==> config.mk <==
export PLATFORM = sky130hd
export DESIGN_NAME = phy_event_irq
export DESIGN_NICKNAME = d
export VERILOG_FILES = /design/src/rtl/phy_irq_pkg.sv /design/src/rtl/phy_stat_edge.sv /design/src/rtl/phy_evt_latch.sv /design/src/rtl/phy_irq_regs.sv /design/src/rtl/phy_event_irq.sv
export SDC_FILE = /design/constraint.sdc
export NUM_CORES = 1
export LEC_CHECK = 0
export ABC_AREA = 1
export BUFFER_PORTS_ARGS = -buffer_cell sky130_fd_sc_hd__buf_2
export CAP_MARGIN = 5
export CORE_AREA = 2 2 102 55
export DETAILED_ROUTE_END_ITERATION = 8
export DIE_AREA = 0 0 104 57
export GPL_TIMING_DRIVEN = 0
export SLEW_MARGIN = 20
export SYNTH_ARGS = -nofsm -noshare
export SYNTH_HDL_FRONTEND = slang
export SYNTH_SLANG_ARGS = --single-unit
==> constraint.sdc <==
create_clock -name clk -period 2.6 [get_ports clk]
set_input_delay 0.26 -clock clk [delete_from_list [all_inputs] [get_ports clk]]
set_output_delay 0.26 -clock clk [all_outputs]
set_load 0.1 [all_outputs]
==> src/rtl/phy_irq_pkg.sv <==
package phy_irq_pkg;
  // event slot positions inside the event word (decoded by software)
  localparam int SLOT_LO     = 8;
  localparam int SLOT_CNT    = 8;
  localparam int SLOT_AN     = 9;
  localparam int SLOT_LINK   = 10;
  localparam int SLOT_DUP    = 11;
  localparam int SLOT_SPD    = 12;
  localparam int SLOT_NRG    = 13;
  localparam int SLOT_LQM    = 14;
  localparam int N_SLOT      = SLOT_LQM - SLOT_LO + 1;
  localparam int CTL_W       = 4;
  localparam int STAT_W      = 3;

  typedef struct packed {
    logic remap;   // bit 3
    logic test;    // bit 2
    logic ien;     // bit 1
    logic oe;      // bit 0
  } ctl_t;
endpackage

==> src/rtl/phy_stat_edge.sv <==
module phy_stat_edge (
  input  logic                           clk,
  input  logic                           rst,
  input  logic                           link_i,
  input  logic                           spd_i,
  input  logic                           dup_i,
  input  logic                           nrg_i,
  input  logic                           an_i,
  output logic [phy_irq_pkg::STAT_W-1:0] stat_q,
  output logic                           link_chg,
  output logic                           spd_chg,
  output logic                           dup_chg,
  output logic                           nrg_chg,
  output logic                           an_rise
);
  logic nrg_q, an_q;

  always_ff @(posedge clk) begin
    if (rst) begin
      stat_q <= '0;
      nrg_q  <= 1'b0;
      an_q   <= 1'b0;
    end else begin
      stat_q <= {dup_i, spd_i, link_i};
      nrg_q  <= nrg_i;
      an_q   <= an_i;
    end
  end

  // speed/duplex only meaningful while link held up across both samples
  logic link_steady;
  assign link_steady = link_i & stat_q[0];

  assign link_chg = link_i ^ stat_q[0];
  assign spd_chg  = link_steady & (spd_i ^ stat_q[1]);
  assign dup_chg  = link_steady & (dup_i ^ stat_q[2]);
  assign nrg_chg  = nrg_i ^ nrg_q;
  assign an_rise  = an_i & ~an_q;

  assert_link_gate_R5: assert property (@(posedge clk) disable iff (rst)
    (!link_i) |-> (!spd_chg && !dup_chg));
endmodule

==> src/rtl/phy_evt_latch.sv <==
module phy_evt_latch #(
  parameter int N = phy_irq_pkg::N_SLOT
) (
  input  logic         clk,
  input  logic         rst,
  input  logic [N-1:0] set,
  input  logic         clr,
  output logic [N-1:0] flags_d,
  output logic [N-1:0] flags_q
);
  for (genvar k = 0; k < N; k++) begin : g_slot
    // a new event wins over a clear in the same cycle
    assign flags_d[k] = (flags_q[k] & ~clr) | set[k];

    always_ff @(posedge clk) begin
      if (rst) flags_q[k] <= 1'b0;
      else     flags_q[k] <= flags_d[k];
    end

    assert_flag_cause_R4: assert property (@(posedge clk) disable iff (rst)
      $rose(flags_q[k]) |-> $past(set[k]));
  end
endmodule

==> src/rtl/phy_irq_regs.sv <==
module phy_irq_regs #(
  parameter int              ADDR_W    = 5,
  parameter int              DATA_W    = 16,
  parameter logic [ADDR_W-1:0] STAT_ADDR = 5'h10,
  parameter logic [ADDR_W-1:0] CTL_ADDR  = 5'h11,
  parameter logic [ADDR_W-1:0] EVT_ADDR  = 5'h12
) (
  input  logic                           clk,
  input  logic                           rst,
  input  logic [ADDR_W-1:0]              reg_addr,
  input  logic                           reg_wr,
  input  logic                           reg_rd,
  input  logic [DATA_W-1:0]              reg_wdata,
  output logic [DATA_W-1:0]              reg_rdata,
  input  logic [phy_irq_pkg::STAT_W-1:0] stat_q,
  input  logic [phy_irq_pkg::N_SLOT-1:0] flags_q,
  output phy_irq_pkg::ctl_t              ctl_d,
  output phy_irq_pkg::ctl_t              ctl_q,
  output logic [phy_irq_pkg::N_SLOT-1:0] en_d,
  output logic [phy_irq_pkg::N_SLOT-1:0] en_q,
  output logic                           evt_rd
);
  import phy_irq_pkg::*;

  logic hit_stat, hit_ctl, hit_evt;
  assign hit_stat = (reg_addr == STAT_ADDR);
  assign hit_ctl  = (reg_addr == CTL_ADDR);
  assign hit_evt  = (reg_addr == EVT_ADDR);
  assign evt_rd   = reg_rd & hit_evt;

  logic wdata_unused;
  assign wdata_unused = ^reg_wdata[DATA_W-1:N_SLOT];

  always_comb begin
    ctl_d = ctl_q;
    en_d  = en_q;
    if (reg_wr && hit_ctl) ctl_d = ctl_t'(reg_wdata[CTL_W-1:0]);
    if (reg_wr && hit_evt) en_d  = reg_wdata[N_SLOT-1:0];
  end

  logic [DATA_W-1:0] rd_mux;
  always_comb begin
    rd_mux = '0;
    if (hit_stat) begin
      rd_mux[STAT_W-1:0] = stat_q;
    end else if (hit_ctl) begin
      rd_mux[CTL_W-1:0] = ctl_q;
    end else if (hit_evt) begin
      rd_mux[SLOT_LO +: N_SLOT] = flags_q;
      rd_mux[N_SLOT-1:0]        = en_q;
    end
  end

  always_ff @(posedge clk) begin
    if (rst) begin
      ctl_q     <= '0;
      en_q      <= '0;
      reg_rdata <= '0;
    end else begin
      ctl_q <= ctl_d;
      en_q  <= en_d;
      if (reg_rd) reg_rdata <= rd_mux;
    end
  end

  assert_ctl_reserved_R3: assert property (@(posedge clk) disable iff (rst)
    (reg_rd && hit_ctl) |=> (reg_rdata[DATA_W-1:CTL_W] == '0));

  assert_stat_reserved_R2: assert property (@(posedge clk) disable iff (rst)
    (reg_rd && hit_stat) |=> (reg_rdata[DATA_W-1:STAT_W] == '0));
endmodule

==> src/rtl/phy_event_irq.sv <==
module phy_event_irq #(
  parameter int                ADDR_W    = 5,
  parameter int                DATA_W    = 16,
  parameter logic [ADDR_W-1:0] STAT_ADDR = 5'h10,
  parameter logic [ADDR_W-1:0] CTL_ADDR  = 5'h11,
  parameter logic [ADDR_W-1:0] EVT_ADDR  = 5'h12
) (
  input  logic              clk,
  input  logic              rst,
  input  logic [ADDR_W-1:0] reg_addr,
  input  logic              reg_wr,
  input  logic              reg_rd,
  input  logic [DATA_W-1:0] reg_wdata,
  output logic [DATA_W-1:0] reg_rdata,
  input  logic              link_up_i,
  input  logic              speed10_i,
  input  logic              full_dup_i,
  input  logic              energy_i,
  input  logic              an_done_i,
  input  logic              cnt_half_i,
  input  logic              lqm_evt_i,
  input  logic              ts_evt_i,
  input  logic              intr_pin_i,
  output logic              intr_pin_o,
  output logic              intr_pin_oe,
  output logic              pwr_down_o
);
  import phy_irq_pkg::*;

  logic [STAT_W-1:0] stat_q;
  logic link_chg, spd_chg, dup_chg, nrg_chg, an_rise;
  logic [N_SLOT-1:0] set, flags_d, flags_q, en_d, en_q;
  ctl_t ctl_d, ctl_q;
  logic evt_rd;

  phy_stat_edge u_stat (
    .clk(clk), .rst(rst),
    .link_i(link_up_i), .spd_i(speed10_i), .dup_i(full_dup_i),
    .nrg_i(energy_i), .an_i(an_done_i),
    .stat_q(stat_q),
    .link_chg(link_chg), .spd_chg(spd_chg), .dup_chg(dup_chg),
    .nrg_chg(nrg_chg), .an_rise(an_rise)
  );

  // slot routing; remap moves time-sync into the duplex slot
  always_comb begin
    set = '0;
    set[SLOT_CNT  - SLOT_LO] = cnt_half_i;
    set[SLOT_AN   - SLOT_LO] = an_rise;
    set[SLOT_LINK - SLOT_LO] = link_chg;
    set[SLOT_NRG  - SLOT_LO] = nrg_chg;
    set[SLOT_LQM  - SLOT_LO] = lqm_evt_i;
    if (ctl_q.remap) begin
      set[SLOT_DUP - SLOT_LO] = ts_evt_i;
      set[SLOT_SPD - SLOT_LO] = spd_chg | dup_chg;
    end else begin
      set[SLOT_DUP - SLOT_LO] = dup_chg;
      set[SLOT_SPD - SLOT_LO] = spd_chg;
    end
  end

  phy_evt_latch #(.N(N_SLOT)) u_latch (
    .clk(clk), .rst(rst), .set(set), .clr(evt_rd),
    .flags_d(flags_d), .flags_q(flags_q)
  );

  phy_irq_regs #(
    .ADDR_W(ADDR_W), .DATA_W(DATA_W),
    .STAT_ADDR(STAT_ADDR), .CTL_ADDR(CTL_ADDR), .EVT_ADDR(EVT_ADDR)
  ) u_regs (
    .clk(clk), .rst(rst),
    .reg_addr(reg_addr), .reg_wr(reg_wr), .reg_rd(reg_rd),
    .reg_wdata(reg_wdata), .reg_rdata(reg_rdata),
    .stat_q(stat_q), .flags_q(flags_q),
    .ctl_d(ctl_d), .ctl_q(ctl_q), .en_d(en_d), .en_q(en_q),
    .evt_rd(evt_rd)
  );

  logic irq_d, irq_q, pd_q;
  assign irq_d = ctl_d.test | (ctl_d.ien & (|(flags_d & en_d)));

  always_ff @(posedge clk) begin
    if (rst) begin
      irq_q <= 1'b0;
      pd_q  <= 1'b0;
    end else begin
      irq_q <= irq_d;
      pd_q  <= ~ctl_q.oe & ~intr_pin_i;
    end
  end

  assign intr_pin_o  = ~irq_q;
  assign intr_pin_oe = ctl_q.oe;
  assign pwr_down_o  = pd_q;

  assert_test_holds_R8: assert property (@(posedge clk) disable iff (rst)
    ctl_q.test |-> irq_q);

  assert_read_clears_R9: assert property (@(posedge clk) disable iff (rst)
    (evt_rd && set == '0 && !ctl_d.test) |=> !irq_q);

  assert_pd_masked_R11: assert property (@(posedge clk) disable iff (rst)
    intr_pin_oe |=> !pwr_down_o);
endmodule

; Word-level counts from Yosys, hierarchy flattened
; Cells that the tools add are included.
[classes]
n_eq_ne = 3
bitwise = 33
muxes = 11
reduce_logical = 3
[ops]
columns = cell, count
row1 = $mux W7, 5
row2 = $eq A5 B5 Y1 const B, 3
row3 = $and A1 B1 Y1, 14
row4 = $mux W3, 3
row5 = $or A1 B1 Y1, 9
row6 = $mux W4, 2
row7 = $and A7 B7 Y7, 1
row8 = $reduce_or A7 Y1, 1
row9 = $not A1 Y1, 5
row10 = $xor A1 B1 Y1, 4
row11 = $logic_and A1 B1 Y1, 2
row12 = $mux W2, 1
[totals]
wordCells = 68
regBits = 39
out_inout_bits = 19
in_bits = 34

; Longest topological paths before layout
; Gate-level depths: netlist of run 1.
[logic_depth]
word_depth = 9
depth_mapped = 12
ltp_nobuf = 12

; Modules after synthesis
; Synthesis of run 1 repeated with hierarchy kept, for this count alone.
[unflattened]
hier_cells = 276
area_unflattened_um2 = 1849.3
[modules_own_cells]
columns = mod, cells_per_inst, instances, area_per_inst_um2, seq_area_each_um2
row1 = phy_irq_regs, 188, 1, 1251.2, 500.5
row2 = phy_evt_latch, 36, 1, 257.7, 140.1
row3 = phy_stat_edge, 29, 1, 203.9, 100.1
row4 = phy_event_irq, 23, 1, 136.4, 40.0

; Worst setup path before layout of run 1
; Ideal clock, no wire load.
[synth_path]
path_type = register -> register
startpoint = reg, netlist name u_regs.reg_rdata[0]
endpoint = reg u_regs.reg_rdata[0]
required_ns = 2.545
setup_time_ns = 0.055
stages_incl_launch_ff = 5
path_buffers = 0
path_slack_ns = 1.197
period_less_slack_ns = 1.403
arrival_ns = 1.347
path_cell_list = dfxtp_1 nand2_1 a31oi_1 o31ai_1 inv_2
[synth_rtl]
columns = element, line
row1 = to (signal assigned), phy_irq_regs.sv:62  ; if (reg_rd) reg_rdata <= rd_mux;
row2 = to (decl), phy_irq_regs.sv:14  ; output logic [DATA_W-1:0] reg_rdata,

; Worst setup path after layout of run 1
[layout_path]
startpoint = in reg_addr[3]
endpoint = reg irq_q
[layout_via]
elab_chain_cells = 9
word_cells_on_any_way = 26
classes_between = eq/ne: 2 / mux: 2 / bitwise: 19 / reduce/logical: 3
[layout_rtl]
columns = element, line
row1 = from (decl), phy_event_irq.sv:10  ; input logic [ADDR_W-1:0] reg_addr,
row2 = $eq A5 B5 Y1, phy_irq_regs.sv:28  ; assign hit_evt = (reg_addr == EVT_ADDR);
row3 = $and A1 B1 Y1, phy_irq_regs.sv:29  ; assign evt_rd = reg_rd & hit_evt;
row4 = $not A1 Y1, phy_evt_latch.sv:13  ; assign flags_d[k] = (flags_q[k] & ~clr) | set[k];
row5 = $and A1 B1 Y1, phy_evt_latch.sv:13
row6 = $or A1 B1 Y1, phy_evt_latch.sv:13
row7 = $and A7 B7 Y7, phy_event_irq.sv:80  ; assign irq_d = ctl_d.test | (ctl_d.ien & (|(flags_d & en_d)));
row8 = $reduce_or A7 Y1, phy_event_irq.sv:80
row9 = $and A1 B1 Y1, phy_event_irq.sv:80
row10 = $or A1 B1 Y1 *, phy_event_irq.sv:80
row11 = to (signal assigned), phy_event_irq.sv:87  ; irq_q <= irq_d;
row12 = to (decl), phy_event_irq.sv:79  ; logic irq_d, irq_q, pd_q;
; Every way passes the cells marked *; elsewhere a longest branch is shown, timed or not.
; A chain may end at the register's enable or synchronous reset.

==> out/metrics.csv, run 1 <==
metric;value;unit
hpwl dp;3290;um
gate count of the mapped netlist;235;
number of cells on the worst hold path;2;
HP Class;in -> reg;
Iter 0 DRT Violations;92;
GR Util All Layers;14.8;%
global placement routability congestion;0.857;
cell accounting for the most synthesized area;sky130_fd_sc_hd__dfxtp_1;
fraction of final layout cells sized beyond drive strength 1;24.0;%
maximum number of pins on one net before global-route repair;12;
drt pass-1 iters;4;
switching component of the power;0.326;mW
highest metal used;met4;
CTS root buffer;sky130_fd_sc_hd__clkbuf_8;
Final TNS setup;0;ns
maximum operating frequency;0.696;GHz
post-synthesis average cell area;7.27;sq um
kind of cell adding the most delay to the critical path;simple AND/OR/NAND/NOR gates;
Yosys top cell area share;45.7;%
number of levels the H-tree was split into;2;
part of the power in combinational logic;13.0;%
TritonCTS clock tree;built;
total leakage power;0.988;nW
post-synthesis sequential element count;39;
overflow left after global routing;0;
antenna violations before repair;0;
Yosys warning total;0;
drt total wl;4220;um
slowest stage delay, CP;0.32;ns
Top Ports;53;
critical hold path startpoint;intr_pin_i;
detailed-route wire length per cell;11.9;um
result of the run;completed;
Synth Cell Area;1710;sq um
fraction of power spent switching nets;27.3;%
via count of the first global-routing pass;1376;
Fin Clk Skew;0.00155;ns
wl on met1;2450;um
final number of hold-violating endpoints;0;
via count;1597;
antenna diode count;0;
portion of total power attributed to sequential cells;52.3;%
launching element type of the critical path;input port;
worst-case vdd ir drop;0.178;mV
reg-to-reg slack, setup;1.24;ns
transition time at the pin with the least slew margin;0.647;ns
crit path max fanout;8;
starting utilization of the core area;33.3;%
Die X;104;um
placement row count;19;
Port Buffer Count;40;
CTS sink count;39;
arrival time worst endpoint;1.62;ns
power density cells;570;nW/um^2
count of filler cells inserted in the layout;556;
buffer and inverter count on the worst path;1;
TritonCTS buffer count;5;
fraction of the core area covered by cells at the end of the flow;40.7;%
sum of met3 wire segment lengths after detailed routing;279;um
minimum period implied by the final worst setup slack;1.44;ns
DRC violation count after routing;0;
Cell Count Post-Placement;349;
worst slew margin relative to its limit;56.9;%
DP Worst Slack;0.848;ns
cell types occupying the most area after synthesis;sky130_fd_sc_hd__dfxtp_1 (46%), sky130_fd_sc_hd__nand2_1 (17%), sky130_fd_sc_hd__a21oi_1 (7.3%);
final cell count without fillers;356;
logic depth of the worst register-to-register path;10;
Max Slew Vio Count;0;
end point of the most critical hold path;pwr_down_o;
residual antenna-violating net count after detailed routing;0;
Top cell by count, worst path;sky130_fd_sc_hd__nand2_1;
global-route wire length before repair;6860;um
core region area;5130;sq um
required time of the worst setup path;2.78;ns
source-to-sink clock delay at the later pin of the worst-skew pair;0.28;ns
net count reported at finish;318;
number of distinct standard cells referenced by the synthesized netlist;28;
Die H;57;um
Max Root-Sink Buffers;2;
area delta synth->final;22.4;%
post-synthesis sequential area ratio;45.7;%
number of gates resized after cts;0;
Setup crit end kind;flip-flop;
buffer count from post-CTS setup fixing;0;
origin of the critical flop-to-flop path;u_regs.ctl_q[3];
hold_buf cts;0;
worst slack on hold paths;0.127;ns
detail-routed via count per cell;4.49;
final worst setup slack;1.16;ns
internal power summed over all cells;0.866;mW
max-capacitance violation count;0;
portion of total power attributed to the clock network;34.7;%
Critical Setup Path Class;in -> reg;
Critical Path Slowest Stage Cell;sky130_fd_sc_hd__nand4_2;
share of the cycle needed by the critical path after routing;55.3;%
met2 wire length;1480;um
setup repair after global routing missed its margin;false;
total setup violations reported at the end of the flow;0;
reg-to-reg endpoint;irq_q;
DIE AREA;5930;sq um
ordered cell list for the critical path;buf_2, nor2_1, nand4_2, nand2_1, nand2_1, nand2_1, nand2_1, nor2_1, nand2_1, nand2_1, nand2_1;
clock-pin transition on the worst setup and hold timing paths;0.07;ns
## state kept, by name, summed over array words and instances (netlist names), 3 cells and up
register and count:
u_regs.reg_rdata 14, u_latch.flags_q 7, u_regs.en_q 7, u_regs.ctl_q 4
u_stat.stat_q 3
## synth_stat cells (all sizes together)
library cell and count:
nor3 2, or2 3, clkinv 1, nand4 11
inv 27, dfxtp 39, a211oi 3, o21ai 2
conb 1, clkbuf 4, a21oi 25, a31oi 3
buf 6, nand2 78, o31ai 3, nand3 4
xnor2 1, ha 1, nor2 21
## per-stage QoR
step	cell area [sq um]	total power, mW
after floorplan	1710	0.743
after global placement	2000	0.791
after detailed placement	2000	0.792
after CTS	2090	1.21
after global routing	2090	1.25
final	2090	1.19
## layout make-up
type / count / area (sq um) / share of cell area, %
Buffer: 10 / 56.3 / 2.69
Clock buffer: 6 / 82.6 / 3.95
Clock inverter: 1 / 5.00 / 0.239
Inverter: 28 / 105 / 5.02
Multi-Input combinational cell: 159 / 771 / 36.8
Sequential cell: 39 / 781 / 37.3
Tap cell: 73 / 91.3 / 4.37
Timing Repair Buffer: 40 / 200 / 9.57
## layout by cell type, fill, tap and decap left out, types with 2 or more instances in the layout
cell type                  instances
sky130_fd_sc_hd__nand2_1          78
sky130_fd_sc_hd__buf_2            40
sky130_fd_sc_hd__dfxtp_1          39
sky130_fd_sc_hd__a21oi_1          25
sky130_fd_sc_hd__inv_1            21
sky130_fd_sc_hd__nor2_1           19
sky130_fd_sc_hd__nand4_1           8
sky130_fd_sc_hd__inv_2             6
sky130_fd_sc_hd__clkbuf_8          6
sky130_fd_sc_hd__buf_4             5
sky130_fd_sc_hd__clkbuf_1          4
sky130_fd_sc_hd__nand3_1           4
sky130_fd_sc_hd__a31oi_1           3
sky130_fd_sc_hd__o31ai_1           3
sky130_fd_sc_hd__nor2_2            2
sky130_fd_sc_hd__nand4_2           2
sky130_fd_sc_hd__or2_2             2
sky130_fd_sc_hd__a211oi_1          2
sky130_fd_sc_hd__conb_1            2
## power groups by stage
stage	clock network (mW)	registers [mW]	logic [mW]
CTS	0.429	0.623	0.156
floorplan	0	0.664	0.0792
global route	0.456	0.625	0.169
detailed placement	0	0.637	0.155
finish	0.414	0.623	0.155
global placement	0	0.637	0.154
## cells by family (layout without fill, tap and decap cells)
family                     after synthesis  after routing  synth area share, %
adders and majority gates                1              1                0.732
AOI/OAI and AO/OA                       36             36                 12.6
and+or+nand+nor                        119            119                 30.8
DFF                                     39             39                 45.7
buffers and inverters                   38             85                 9.44
other                                    1              2                0.219
xor gates and xnor gates                 1              1                0.513
## metal layers
| layer | vias up | GRT usage, % |
|---|---|---|
| met5 | - | 0 |
| met3 | 2 | 4.80 |
| met1 | 705 | 24.6 |
| li1 | 844 | - |
| met2 | 46 | 17.9 |
| met4 | 0 | 2.32 |
## worst max path at each step
stage | startpoint | to | slack [ns] | depth (start not counted)
finish | reg_addr[3] | irq_q | 1.16 | 11
global route | reg_addr[3] | irq_q | 1.04 | 11
CTS | reg_addr[3] | irq_q | 1.15 | 11
detailed placement | reg_addr[3] | irq_q | 0.85 | 11
global placement | reg_addr[3] | irq_q | 0.87 | 11
floorplan | u_regs.reg_rdata[0] | u_regs.reg_rdata[0] | 1.20 | 4
Power figures use the tool's default switching activity.
==> run 2, diff against run 1 <==
==> constraint.sdc (replaced) <==
create_clock -name clk -period 1.45 [get_ports clk]
set_input_delay 0.145 -clock clk [delete_from_list [all_inputs] [get_ports clk]]
set_output_delay 0.145 -clock clk [all_outputs]
set_load 0.1 [all_outputs]
==> out/metrics.csv, run 2 (synthesized netlist as in run 1, its figures left out) <==
metric;value;unit
starting utilization of the core area;33.3;%
net count reported at finish;318;
global-route wire length before repair;6860;um
DRC violation count after routing;0;
most common cell after layout, fill and taps aside;sky130_fd_sc_hd__nand2_1;
portion of total power attributed to the clock network;34.8;%
internal power summed over all cells;1.55;mW
Port Buffer Count;40;
portion of total power attributed to sequential cells;52.2;%
share of the cycle needed by the critical path after routing;92.1;%
detailed-route wire length per cell;11.9;um
area delta synth->final;22.6;%
Post-Place Cell Area;2000;sq um
final number of hold-violating endpoints;0;
drt total wl;4220;um
crit path max fanout;4;
result of the run;completed;
HP Class;in -> reg;
required time of the worst setup path;1.64;ns
final cell count without fillers;356;
fraction of the core area covered by cells at the end of the flow;40.8;%
hpwl dp;3290;um
Setup crit end kind;flip-flop;
number of levels the H-tree was split into;2;
TritonCTS buffer count;5;
TritonCTS clock tree;built;
CTS root buffer;sky130_fd_sc_hd__clkbuf_8;
Top Ports;53;
transition time at the pin with the least slew margin;0.640;ns
via count;1597;
worst slew margin relative to its limit;57.3;%
residual antenna-violating net count after detailed routing;0;
drt pass-1 iters;4;
arrival time worst endpoint;1.52;ns
Largest register FFs;14;
DIE AREA;5930;sq um
hold_buf cts;0;
power density cells;1020;nW/um^2
placement row count;19;
detail-routed via count per cell;4.49;
registers with the highest flip-flop counts;u_regs.reg_rdata: 14 flops, u_latch.flags_q: 7 flops, u_regs.en_q: 7 flops;
Max Slew Vio Count;0;
maximum number of pins on one net before global-route repair;12;
buffer count from post-CTS setup fixing;0;
number of cells on the worst hold path;2;
commonest cells after routing, fill and taps aside;sky130_fd_sc_hd__nand2_1 (78), sky130_fd_sc_hd__buf_2 (40), sky130_fd_sc_hd__dfxtp_1 (38), sky130_fd_sc_hd__a21oi_1 (25), sky130_fd_sc_hd__inv_1 (21);
fraction of power spent switching nets;27.4;%
GR Util All Layers;14.8;%
number of gates resized after cts;0;
worst-case vdd ir drop;0.320;mV
Fin Clk Skew;0.00170;ns
total setup violations reported at the end of the flow;0;
setup repair after global routing missed its margin;false;
via count of the first global-routing pass;1376;
launching element type of the critical path;flip-flop;
Die H;57;um
total leakage power;0.987;nW
antenna diode count;0;
register with the most flip-flops;u_regs.reg_rdata;
minimum period implied by the final worst setup slack;1.34;ns
Cell Count Post-Placement;349;
overflow left after global routing;0;
global placement routability congestion;0.857;
max-capacitance violation count;0;
part of the power in combinational logic;13.0;%
Critical Setup Path Class;reg -> reg;
switching component of the power;0.586;mW
antenna violations before repair;0;
clock-pin transition on the worst setup and hold timing paths;0.07;ns
Iter 0 DRT Violations;92;
Max Root-Sink Buffers;2;
source-to-sink clock delay at the later pin of the worst-skew pair;0.28;ns
logic depth of the worst register-to-register path;10;
core region area;5130;sq um
CTS sink count;39;
fraction of final layout cells sized beyond drive strength 1;24.7;%
Die X;104;um
maximum operating frequency;0.749;GHz
Final TNS setup;0;ns
fin area;2100;sq um
==> run 2: cell counts in the layout (fill, tap and decap cells not counted) <==
Identical to the previous run, type by type.
==> run 2: stage by stage <==
stage | worst slack, ns | hold WS, ns | total power [mW]
global route | 0.00899 | 0.00101 | 2.24
detailed placement | -0.187 | 0.310 | 1.42
global placement | -0.162 | 0.308 | 1.42
finish | 0.114 | 0.0108 | 2.14
floorplan | 0.0475 | 0.222 | 1.33
CTS | 0.0858 | 0.00401 | 2.17
==> run 2: power by group through the flow <==
stage	logic [mW]	registers (mW)	clock network [mW]
after floorplan	0.142	1.19	0
after global placement	0.276	1.14	0
after detailed placement	0.278	1.14	0
after CTS	0.279	1.12	0.770
after global routing	0.303	1.12	0.817
final	0.278	1.12	0.744
==> run 2: worst paths after layout <==
check / start / to / slack (ns)
max: u_regs.ctl_q[3] / irq_q / 0.11
min reg2reg: u_regs.ctl_q[0] / pwr_down_o / 0.45
max reg2reg: u_regs.ctl_q[3] / irq_q / 0.11
min: intr_pin_i / pwr_down_o / 0.01
==> run 2: final cells by class <==
class	instances	area, sq um
inverters	28	105
clock buffers	6	82.6
fillers	557	3040
well taps	73	91.3
clock inverters	1	5.00
plain buffers	10	56.3
multi-input cells	159	773
repair buffers	40	200
flip-flops and latches	39	782
==> run 2: worst max-delay path, stage by stage, from the launching register on <==
cell and delay (ns):
sky130_fd_sc_hd__dfxtp_2 0.33, sky130_fd_sc_hd__inv_1 0.08, sky130_fd_sc_hd__or2_2 0.27, sky130_fd_sc_hd__nand2_1 0.08, sky130_fd_sc_hd__nand2_1 0.06, sky130_fd_sc_hd__nand2_1 0.05, sky130_fd_sc_hd__nand2_1 0.04, sky130_fd_sc_hd__nor2_1 0.12
sky130_fd_sc_hd__nand2_1 0.10, sky130_fd_sc_hd__nand2_1 0.06, sky130_fd_sc_hd__nand2_1 0.04
==> run 2: per-layer routing <==
metal,part of all wire [%],global-route usage [%]
met1,58,24.6
met2,35,17.9
met3,6.6,4.80
met4,0.52,2.32
met5,0,0
